`config.mk`:
```
export PLATFORM = sky130hd
export DESIGN_NAME = rx_cg_decoder
export DESIGN_NICKNAME = d
export VERILOG_FILES = /design/src/rtl/rx_cg_pkg.sv /design/src/rtl/cg_classify.sv /design/src/rtl/rx_cg_fsm.sv /design/src/rtl/rx_out_stage.sv /design/src/rtl/rx_cg_decoder.sv
export SDC_FILE = /design/constraint.sdc
export NUM_CORES = 1
export LEC_CHECK = 0
export ABC_AREA = 0
export CAP_MARGIN = 30
export CELL_PAD_IN_SITES_DETAIL_PLACEMENT = 2
export CELL_PAD_IN_SITES_GLOBAL_PLACEMENT = 2
export CORE_UTILIZATION = 35
export CTS_CLUSTER_SIZE = 24
export DETAILED_ROUTE_END_ITERATION = 10
export GPL_TIMING_DRIVEN = 0
export PLACE_DENSITY = 0.91
export SLEW_MARGIN = 40
export SYNTH_ARGS = -nofsm -noshare
export SYNTH_HDL_FRONTEND = slang
export SYNTH_SLANG_ARGS = --single-unit
```
`constraint.sdc`:
```
create_clock -name clk -period 3.05 [get_ports clk]
set_clock_uncertainty 0.15 [all_clocks]
set_input_delay 0.61 -clock clk [delete_from_list [all_inputs] [get_ports clk]]
set_output_delay 0.61 -clock clk [all_outputs]
set_load 0.05 [all_outputs]
```
`src/rtl/rx_cg_pkg.sv`:
```
`timescale 1ns/1ps
package rx_cg_pkg;

   localparam int CG_W  = 5;
   localparam int NIB_W = 4;

   localparam logic [CG_W-1:0] CODE_IDLE = 5'b11111;
   localparam logic [CG_W-1:0] CODE_J    = 5'b11000;
   localparam logic [CG_W-1:0] CODE_K    = 5'b10001;
   localparam logic [CG_W-1:0] CODE_T    = 5'b01101;
   localparam logic [CG_W-1:0] CODE_R    = 5'b00111;

   localparam logic [NIB_W-1:0] PRE_NIB     = 4'h5;
   localparam logic [NIB_W-1:0] BAD_SSD_NIB = 4'b1110;

   typedef enum logic [2:0] {
      CG_DATA, CG_IDLE, CG_J, CG_K, CG_T, CG_R, CG_INV
   } cg_kind_e;

   typedef struct packed {
      cg_kind_e         kind;
      logic [NIB_W-1:0] nib;
   } cg_info_t;

   typedef enum logic [1:0] {
      ST_IDLE, ST_SSD_K, ST_FRAME, ST_BAD
   } rx_state_e;

   typedef struct packed {
      logic             dv;
      logic             er;
      logic [NIB_W-1:0] d;
   } mii_out_t;

   function automatic cg_info_t cg_lookup(input logic [CG_W-1:0] c);
      cg_info_t r;
      r.kind = CG_DATA;
      r.nib  = '0;
      case (c)
         5'b11110: r.nib = 4'h0;
         5'b01001: r.nib = 4'h1;
         5'b10100: r.nib = 4'h2;
         5'b10101: r.nib = 4'h3;
         5'b01010: r.nib = 4'h4;
         5'b01011: r.nib = 4'h5;
         5'b01110: r.nib = 4'h6;
         5'b01111: r.nib = 4'h7;
         5'b10010: r.nib = 4'h8;
         5'b10011: r.nib = 4'h9;
         5'b10110: r.nib = 4'hA;
         5'b10111: r.nib = 4'hB;
         5'b11010: r.nib = 4'hC;
         5'b11011: r.nib = 4'hD;
         5'b11100: r.nib = 4'hE;
         5'b11101: r.nib = 4'hF;
         CODE_IDLE: r.kind = CG_IDLE;
         CODE_J:    r.kind = CG_J;
         CODE_K:    r.kind = CG_K;
         CODE_T:    r.kind = CG_T;
         CODE_R:    r.kind = CG_R;
         default:   r.kind = CG_INV;
      endcase
      return r;
   endfunction

endpackage

```
`src/rtl/cg_classify.sv`:
```
`timescale 1ns/1ps
module cg_classify
   import rx_cg_pkg::*;
(
   input  logic [CG_W-1:0] code,
   output cg_info_t        info
);

   always_comb info = cg_lookup(code);

endmodule

```
`src/rtl/rx_cg_fsm.sv`:
```
`timescale 1ns/1ps
module rx_cg_fsm
   import rx_cg_pkg::*;
#(
   parameter int               IDLE_RUN = 2,
   parameter logic [NIB_W-1:0] ERR_FILL = '0
) (
   input  logic     clk,
   input  logic     rst_n,
   input  cg_info_t cur,
   input  cg_info_t nxt,
   output mii_out_t slot_out
);

   localparam int CNT_W = (IDLE_RUN > 1) ? $clog2(IDLE_RUN) : 1;
   localparam logic [CNT_W-1:0] RUN_LAST = CNT_W'(IDLE_RUN - 1);

   generate
      if (IDLE_RUN < 1) begin : g_run_check
         $error("rx_cg_fsm: IDLE_RUN must be at least 1");
      end
   endgenerate

   rx_state_e        st_q, st_d;
   logic [CNT_W-1:0] run_q, run_d;

   always_ff @(posedge clk or negedge rst_n) begin
      if (!rst_n) begin
         st_q  <= ST_IDLE;
         run_q <= '0;
      end else begin
         st_q  <= st_d;
         run_q <= run_d;
      end
   end

   always_comb begin
      st_d     = st_q;
      run_d    = run_q;
      slot_out = '0;
      unique case (st_q)
         ST_IDLE: begin
            if (cur.kind == CG_J) begin
               if (nxt.kind == CG_K) begin
                  slot_out.dv = 1'b1;
                  slot_out.d  = PRE_NIB;
                  st_d        = ST_SSD_K;
               end else begin
                  slot_out.er = 1'b1;
                  slot_out.d  = BAD_SSD_NIB;
                  st_d        = ST_BAD;
                  run_d       = '0;
               end
            end
         end
         ST_SSD_K: begin
            slot_out.dv = 1'b1;
            slot_out.d  = PRE_NIB;
            st_d        = ST_FRAME;
         end
         ST_FRAME: begin
            case (cur.kind)
               CG_DATA: begin
                  slot_out.dv = 1'b1;
                  slot_out.d  = cur.nib;
               end
               CG_T: begin
                  if (nxt.kind == CG_R) begin
                     st_d = ST_IDLE;
                  end else begin
                     slot_out.dv = 1'b1;
                     slot_out.er = 1'b1;
                     slot_out.d  = ERR_FILL;
                  end
               end
               CG_IDLE: begin
                  slot_out.dv = 1'b1;
                  slot_out.er = 1'b1;
                  slot_out.d  = ERR_FILL;
                  if (nxt.kind == CG_IDLE) st_d = ST_IDLE;
               end
               default: begin
                  slot_out.dv = 1'b1;
                  slot_out.er = 1'b1;
                  slot_out.d  = ERR_FILL;
               end
            endcase
         end
         ST_BAD: begin
            if (cur.kind == CG_IDLE && run_q == RUN_LAST) begin
               st_d  = ST_IDLE;
               run_d = '0;
            end else begin
               slot_out.er = 1'b1;
               slot_out.d  = BAD_SSD_NIB;
               run_d       = (cur.kind == CG_IDLE) ? run_q + 1'b1 : '0;
            end
         end
         default: st_d = ST_IDLE;
      endcase
   end

   // a non-idle group while waiting never ends the wait
   assert_bad_wait_R6: assert property (@(posedge clk) disable iff (!rst_n)
      (st_q == ST_BAD && cur.kind != CG_IDLE) |=> (st_q == ST_BAD));

   // the second start slot is only ever reached from idle
   assert_ssd_from_idle_R2: assert property (@(posedge clk) disable iff (!rst_n)
      (st_q == ST_SSD_K) |-> ($past(st_q) == ST_IDLE));

endmodule

```
`src/rtl/rx_out_stage.sv`:
```
`timescale 1ns/1ps
module rx_out_stage
   import rx_cg_pkg::*;
(
   input  logic             clk,
   input  logic             rst_n,
   input  mii_out_t         slot_in,
   output logic [NIB_W-1:0] rxd,
   output logic             rx_dv,
   output logic             rx_er
);

   always_ff @(posedge clk or negedge rst_n) begin
      if (!rst_n) begin
         rxd   <= '0;
         rx_dv <= 1'b0;
         rx_er <= 1'b0;
      end else begin
         rxd   <= slot_in.d;
         rx_dv <= slot_in.dv;
         rx_er <= slot_in.er;
      end
   end

   assert_quiet_zero_R1: assert property (@(posedge clk) disable iff (!rst_n)
      (!rx_dv && !rx_er) |-> (rxd == '0));

   assert_bad_ssd_code_R5: assert property (@(posedge clk) disable iff (!rst_n)
      (rx_er && !rx_dv) |-> (rxd == BAD_SSD_NIB));

   assert_ssd_first_R2: assert property (@(posedge clk) disable iff (!rst_n)
      $rose(rx_dv) |-> (rxd == PRE_NIB && !rx_er));

   assert_ssd_pair_R2: assert property (@(posedge clk) disable iff (!rst_n)
      $rose(rx_dv) |=> (rx_dv && rxd == PRE_NIB));

endmodule

```
`src/rtl/rx_cg_decoder.sv`:
```
`timescale 1ns/1ps
module rx_cg_decoder
   import rx_cg_pkg::*;
#(
   parameter int               IDLE_RUN = 2,
   parameter logic [NIB_W-1:0] ERR_FILL = '0
) (
   input  logic             clk,
   input  logic             rst_n,
   input  logic [CG_W-1:0]  cg_in,
   output logic [NIB_W-1:0] rxd,
   output logic             rx_dv,
   output logic             rx_er
);

   localparam int LANES = 2;   // lane 0: group under decision, lane 1: lookahead

   logic [CG_W-1:0] cg_q;
   logic [CG_W-1:0] lane_code [LANES];
   cg_info_t        lane_info [LANES];
   mii_out_t        slot;

   always_ff @(posedge clk or negedge rst_n) begin
      if (!rst_n) cg_q <= CODE_IDLE;
      else        cg_q <= cg_in;
   end

   assign lane_code[0] = cg_q;
   assign lane_code[1] = cg_in;

   generate
      for (genvar g = 0; g < LANES; g++) begin : g_lane
         cg_classify u_cls (
            .code (lane_code[g]),
            .info (lane_info[g])
         );
      end
   endgenerate

   rx_cg_fsm #(
      .IDLE_RUN (IDLE_RUN),
      .ERR_FILL (ERR_FILL)
   ) u_fsm (
      .clk      (clk),
      .rst_n    (rst_n),
      .cur      (lane_info[0]),
      .nxt      (lane_info[1]),
      .slot_out (slot)
   );

   rx_out_stage u_out (
      .clk     (clk),
      .rst_n   (rst_n),
      .slot_in (slot),
      .rxd     (rxd),
      .rx_dv   (rx_dv),
      .rx_er   (rx_er)
   );

endmodule

```
Word level (Yosys, flattened, before mapping)

Index checks and enable logic that the tools add are counted.

Multiplexer cells: 27
$lt $le $gt $ge: 0
Divide/modulo/power cells: 0
Reduce and logical (&&, ||, !) cells: 8
Equal/unequal tests: 57
Bitwise gates (word level): 0
$mul: 0
Add/sub/neg operators: 1
Shifts and indexed selects: 0

Operator list:

| cell                                                  | count |
|---|---|
| == test 5 bit, second input constant                  | 28 |
| == test 5 x 4 -> 1 bit, second input constant         | 12 |
| one-hot mux 4 bit (15 select lines)                   | 1 |
| one-hot mux 3 bit (6 select lines)                    | 2 |
| OR reduction 16 bit                                   | 2 |
| one-hot mux 4 bit (4 select lines)                    | 1 |
| 2-to-1 mux 6 bit                                      | 2 |
| == test 5 x 3 -> 1 bit, second input constant         | 2 |
| 2-to-1 mux 2 bit                                      | 5 |
| inequality test 3 x 2 -> 1 bit, second input constant | 3 |
| one-hot mux 2 bit (4 select lines)                    | 1 |
| one-hot mux 4 bit (2 select lines)                    | 1 |
| 2-to-1 mux 1 bit                                      | 7 |
| == test 3 x 1 -> 1 bit, second input constant         | 2 |
| == test 3 x 2 -> 1 bit, second input constant         | 2 |
| == test 3 bit, second input constant                  | 2 |
| one-hot mux 1 bit (3 select lines)                    | 2 |
| 2-to-1 mux 5 bit                                      | 1 |
| AND reduction 5 bit                                   | 1 |
| == test 2 bit, second input constant                  | 2 |
| 2-to-1 mux 4 bit                                      | 1 |
| inequality test 2 x 1 -> 1 bit, second input constant | 2 |
| one-hot mux 1 bit (2 select lines)                    | 2 |
| one-hot mux 2 bit (2 select lines)                    | 1 |
| other kinds (8)                                       | 8 |

Output and inout bits: 6
RAM bits: 0
Bits in read-only memories: 0
Memories kept: 0
Bits of input ports: 7
Latch bits: 0
Bits in registers: 14
Logic and storage cells: 99

Longest topological paths before layout

Depth in word-level cells: 7
Depth in mapped cells: 7
Gate-level depth less buffers: 6

Modules after synthesis

Synthesis repeated with hierarchy kept, for this count alone.

Cells, all modules: 113
Area, all modules: 1049.8 sq um

Modules (own cells, without submodules):

| module        | seq. area each (sq um) | times used | area an instance (sq um) | cells an instance |
|---|---|---|---|---|
| cg_classify   | 0.0                    | 2          | 196.4                    | 30 |
| rx_cg_fsm     | 75.1                   | 1          | 375.4                    | 42 |
| rx_out_stage  | 150.1                  | 1          | 150.1                    | 6 |
| rx_cg_decoder | 131.4                  | 1          | 131.4                    | 5 |

Least setup slack after synthesis

OpenSTA, ideal clock, no wires.

Path kind: register to register
From: register cg_q[1]
To: register u_fsm.st_q[0]
Setup slack: 1.110 ns
Required time: 2.772 ns
Cell stages (with the launch flop): 7
Buffers on the path: 1
Period minus slack after synthesis: 1.940 ns
Data arrival time: 1.663 ns
Setup time: 0.128 ns
Cells stage by stage: dfstp_2 buf_6 o21ai_0 o22ai_2 nand3_1 a311oi_2 mux2_1

Word-level cells in the longest chain between the ends: 7
Elaborated cells between the ends (all ways): 35
Classes of those cells: 29 x eq/ne; 3 x mux; 3 x reduce/logical

Ends and longest elaborated chain:

| item                                                    | line                             | source |
|---|---|---|
| start, declared                                         | rx_cg_decoder.sv:18              | `logic [CG_W-1:0] cg_q;` |
| start signal, assigned                                  | rx_cg_decoder.sv:25              | `else cg_q <= cg_in;` |
| == test 5 bit or == test 5 x 4 -> 1 bit (tied branches) | rx_cg_pkg.sv:39                  | `case (c)` |
| OR reduction 16 bit (no source line)                    | --                               |  |
| one-hot mux 3 bit (6 select lines) *                    | rx_cg_pkg.sv:39                  |  |
| == test 3 x 1 -> 1 bit                                  | rx_cg_fsm.sv:62, rx_cg_fsm.sv:90 |  |
| logical AND 1 bit                                       | rx_cg_fsm.sv:90                  | `if (cur.kind == CG_IDLE && run_q == RUN_LAST) begin` |
| inequality test 2 x 1 -> 1 bit (no source line)         | --                               |  |
| AND reduction 5 bit (no source line)                    | --                               |  |
| end signal, assigned                                    | rx_cg_fsm.sv:32                  | `st_q <= st_d;` |
| end, declared                                           | rx_cg_fsm.sv:24                  | `rx_state_e st_q, st_d;` |

Every way passes the cells marked *; elsewhere a longest branch is shown, timed or not.
A chain may end at the register's enable or synchronous reset.

Final worst setup path

From: input port cg_in[2]
To: register u_fsm.st_q[0]

Word-level cells in the longest chain between the ends: 6
Elaborated cells between the ends (all ways): 28
Classes of those cells: 25 x eq/ne; 1 x mux; 2 x reduce/logical

Ends and longest elaborated chain:

| item                                                    | line                             | source |
|---|---|---|
| start, declared                                         | rx_cg_decoder.sv:10              | `input logic [CG_W-1:0] cg_in,` |
| == test 5 bit or == test 5 x 4 -> 1 bit (tied branches) | rx_cg_pkg.sv:39                  |  |
| OR reduction 16 bit (no source line)                    | --                               |  |
| one-hot mux 3 bit (6 select lines) *                    | rx_cg_pkg.sv:39                  |  |
| == test 3 x 1 -> 1 bit or == test 3 bit (tied branches) | rx_cg_fsm.sv:80, rx_cg_fsm.sv:68 |  |
| inequality test 3 x 2 -> 1 bit (no source line)         | --                               |  |
| AND reduction 5 bit (no source line) *                  | --                               |  |

Marks and branches as above.

==> results.cfg <==
[outcome]
outcome = finished, final reports clean

[global_routing]
grt-ovfl-total = 0
use_met3_pct = 2.68
grt_pass1_wl_microns = 3860
grt_max_degree = 15
use_met2_pct = 32.2
antenna_found_initial = 0
met1_usage_pct = 28.8
first_global_vias = 722
track_usage_pct = 20.9
busiest_layer = met2

[clocking]
cts_resized = 0
clk_pin_slew_ns = 0.08
clockBufferDepth = 2
cts_buffers = 3
cts_root_buf = clkbuf_4
cts_setup_buffers = 0
holdBufCountCts = 0
ctsHtreeMaxLevel = 1
cts_tree = built
clk_latency_ns = 0.29
numClockSinks = 14

[power_and_ir_drop]
leakage_nw = 0.425
power.density_nw_per_um2 = 900
ir_worst_vdd_uv = 470

[floorplan]
rows = 17
die_w_microns = 51.2
coreArea_sq_um = 2250
pin_count = 13
dieArea_sq_um = 2620
die_y_microns = 51.2
start_util_pct = 37.6

[routing]
drtIter0Drc = 11
ant_nets = 0
vias_per_cell = 5.73
drc = 0
post_drt_wl_per_cell_microns = 18.2
drt_first_pass_iters = 4
totalWireLength_microns = 2330
dr_total_vias = 734

[setup_path]
crit_required_ns = 3.07
start_kind = input pin
cp.arrival_ns = 2.43
cp-end-kind = flip-flop
crit_fanout = 3
critical_path_class = in2reg

[sta]
clock.fmax_mhz = 415
hold_viol = 0
setup_viol = 0
maxSlewViolCount = 0
fin_crit_sh_pct = 79.0
fin_crit_ns = 2.41
setup_tns_ns = 0
tightest_slew_ns = 0.621
rsz0062_at_grt = no
max_slew_margin_pct = 58.5

[finish]
seqCellArea_sq_um = 357
drive_gt1_share_pct = 18.0
syn_to_final_growth_pct = 22.6
mostFrequentLayoutCells = clkdlybuf4s50_1, nand2_1, dfrtp_1, nor2_1
nets = 113
final_util_pct = 46.1
fill_cells = 254
layout_commonest_cell = clkdlybuf4s50_1
multi_input_area_sq_um = 444
num_antenna_cells = 0

[yosys]
synthCells = 84
ys_warn_count = 0
synth_nets = 96
synth_seq_area_share_pct = 42.1
synth-seq-cells = 14
syn_avg_cell_area_sq_um = 10.1
synth_area_sq_um = 847
synthDistinctLibCells = 32

[worst_hold_path]
min_path_type = reg2reg

[place]
place_congestion = 0.775
io_buffers = 12
dpl.hpwl_microns = 1760

[run]
max_cap_violations = 0
routing by layer:
metal  vias to the layer above  routed length, microns
li1                        342                       -
met1                       373                    1140
met2                        15                    1100
met3                         4                      36
met4                         0                      44
met5                         -                       0
power breakdown:
| group | total [mW] | leakage [nW] | internal (mW) | switching [mW] |
|---|---|---|---|---|
| Sequential | 0.273 | 0.166 | 0.244 | 0.0288 |
| Clock | 0.137 | 0.0210 | 0.0728 | 0.0642 |
| Combinational | 0.525 | 0.238 | 0.190 | 0.335 |
final timing paths:
path / startpoint / cells past startpoint / endpoint / slack (ns)
worst max-delay path: cg_in[2] / 6 / u_fsm.st_q[0] / 0.64
worst min-delay path: u_fsm.run_q / 1 / u_fsm.run_q / 0.40
worst max register to register: u_fsm.st_q[0] / 7 / u_fsm.st_q[0] / 0.88
worst min register to register: u_fsm.run_q / 1 / u_fsm.run_q / 0.40
max in group asynchronous: rst_n / 1 / u_fsm.st_q[1] / 1.80
min in group asynchronous: rst_n / 1 / u_out.rxd[0] / 0.55
cells by family after synthesis:
group / synth area share, %
simple gates: 18.0
compound gates: 18.2
flops: 42.1
buf+inv: 5.46
fa+ha+maj: 7.39
xor+xnor: 5.02
mux: 3.84
sequential cells by signal (all words and copies together) (netlist names):
name,cells
cg_q,5
u_out.rxd,4
u_fsm.st_q,2
u_fsm.run_q,1
u_out.rx_dv,1
u_out.rx_er,1
metrics by stage:
stage / setup slack (ns) / hold WS [ns] / power, mW / std cells / instance area, sq um
2_1_floorplan: 1.11 / 0.164 / 0.634 / 84 / 847
3_3_place_gp: 0.416 / 0.375 / 0.766 / 124 / 1000
3_5_place_dp: 0.349 / 0.388 / 0.796 / 124 / 1000
4_1_cts: 0.651 / 0.406 / 0.940 / 128 / 1040
5_1_grt: 0.583 / 0.455 / 0.986 / 128 / 1040
6_report: 0.642 / 0.400 / 0.935 / 128 / 1040
critical path, stage by stage:
cell,delay (ns)
clkdlybuf4s50_1,0.52
nand3_1,0.12
nor3_1,0.24
nand3_1,0.17
a311oi_2,0.41
mux2_1,0.36
Yosys cell counts (all sizes together):
library cell  count  share of area, %
and4              1               1.3
mux2i             1               1.2
o21ai             5               3.0
dfrtp             9                27
o41ai             1               1.0
ha                5               7.4
inv               3               1.3
nand2             9               4.0
a311oi            1               1.8
nand3             5               3.0
a221oi            2               2.1
clkbuf            2              0.89
o211ai            1              0.89
buf               3               3.2
and4b             2               2.4
a31oi             3               2.2
a21oi             3               1.8
nand2b            1              0.74
nand4b            1               1.0
mux2              2               2.7
dfstp             5                16
a22oi             2               1.8
nor2              6               2.7
nor3              4               3.0
a221o             1               1.2
o22ai             1               1.5
xnor2             4               5.0
o2bb2ai           1               1.0
area by class of cell:
class,count,area share (%)
Buffer,5,3.37
Multi-Input combinational cell,62,42.8
Clock buffer,4,3.49
Timing Repair Buffer,12,11.6
Sequential cell,14,34.3
Tap cell,28,3.37
Inverter,3,1.08
Note: power is estimated with default switching activity, not from simulation.
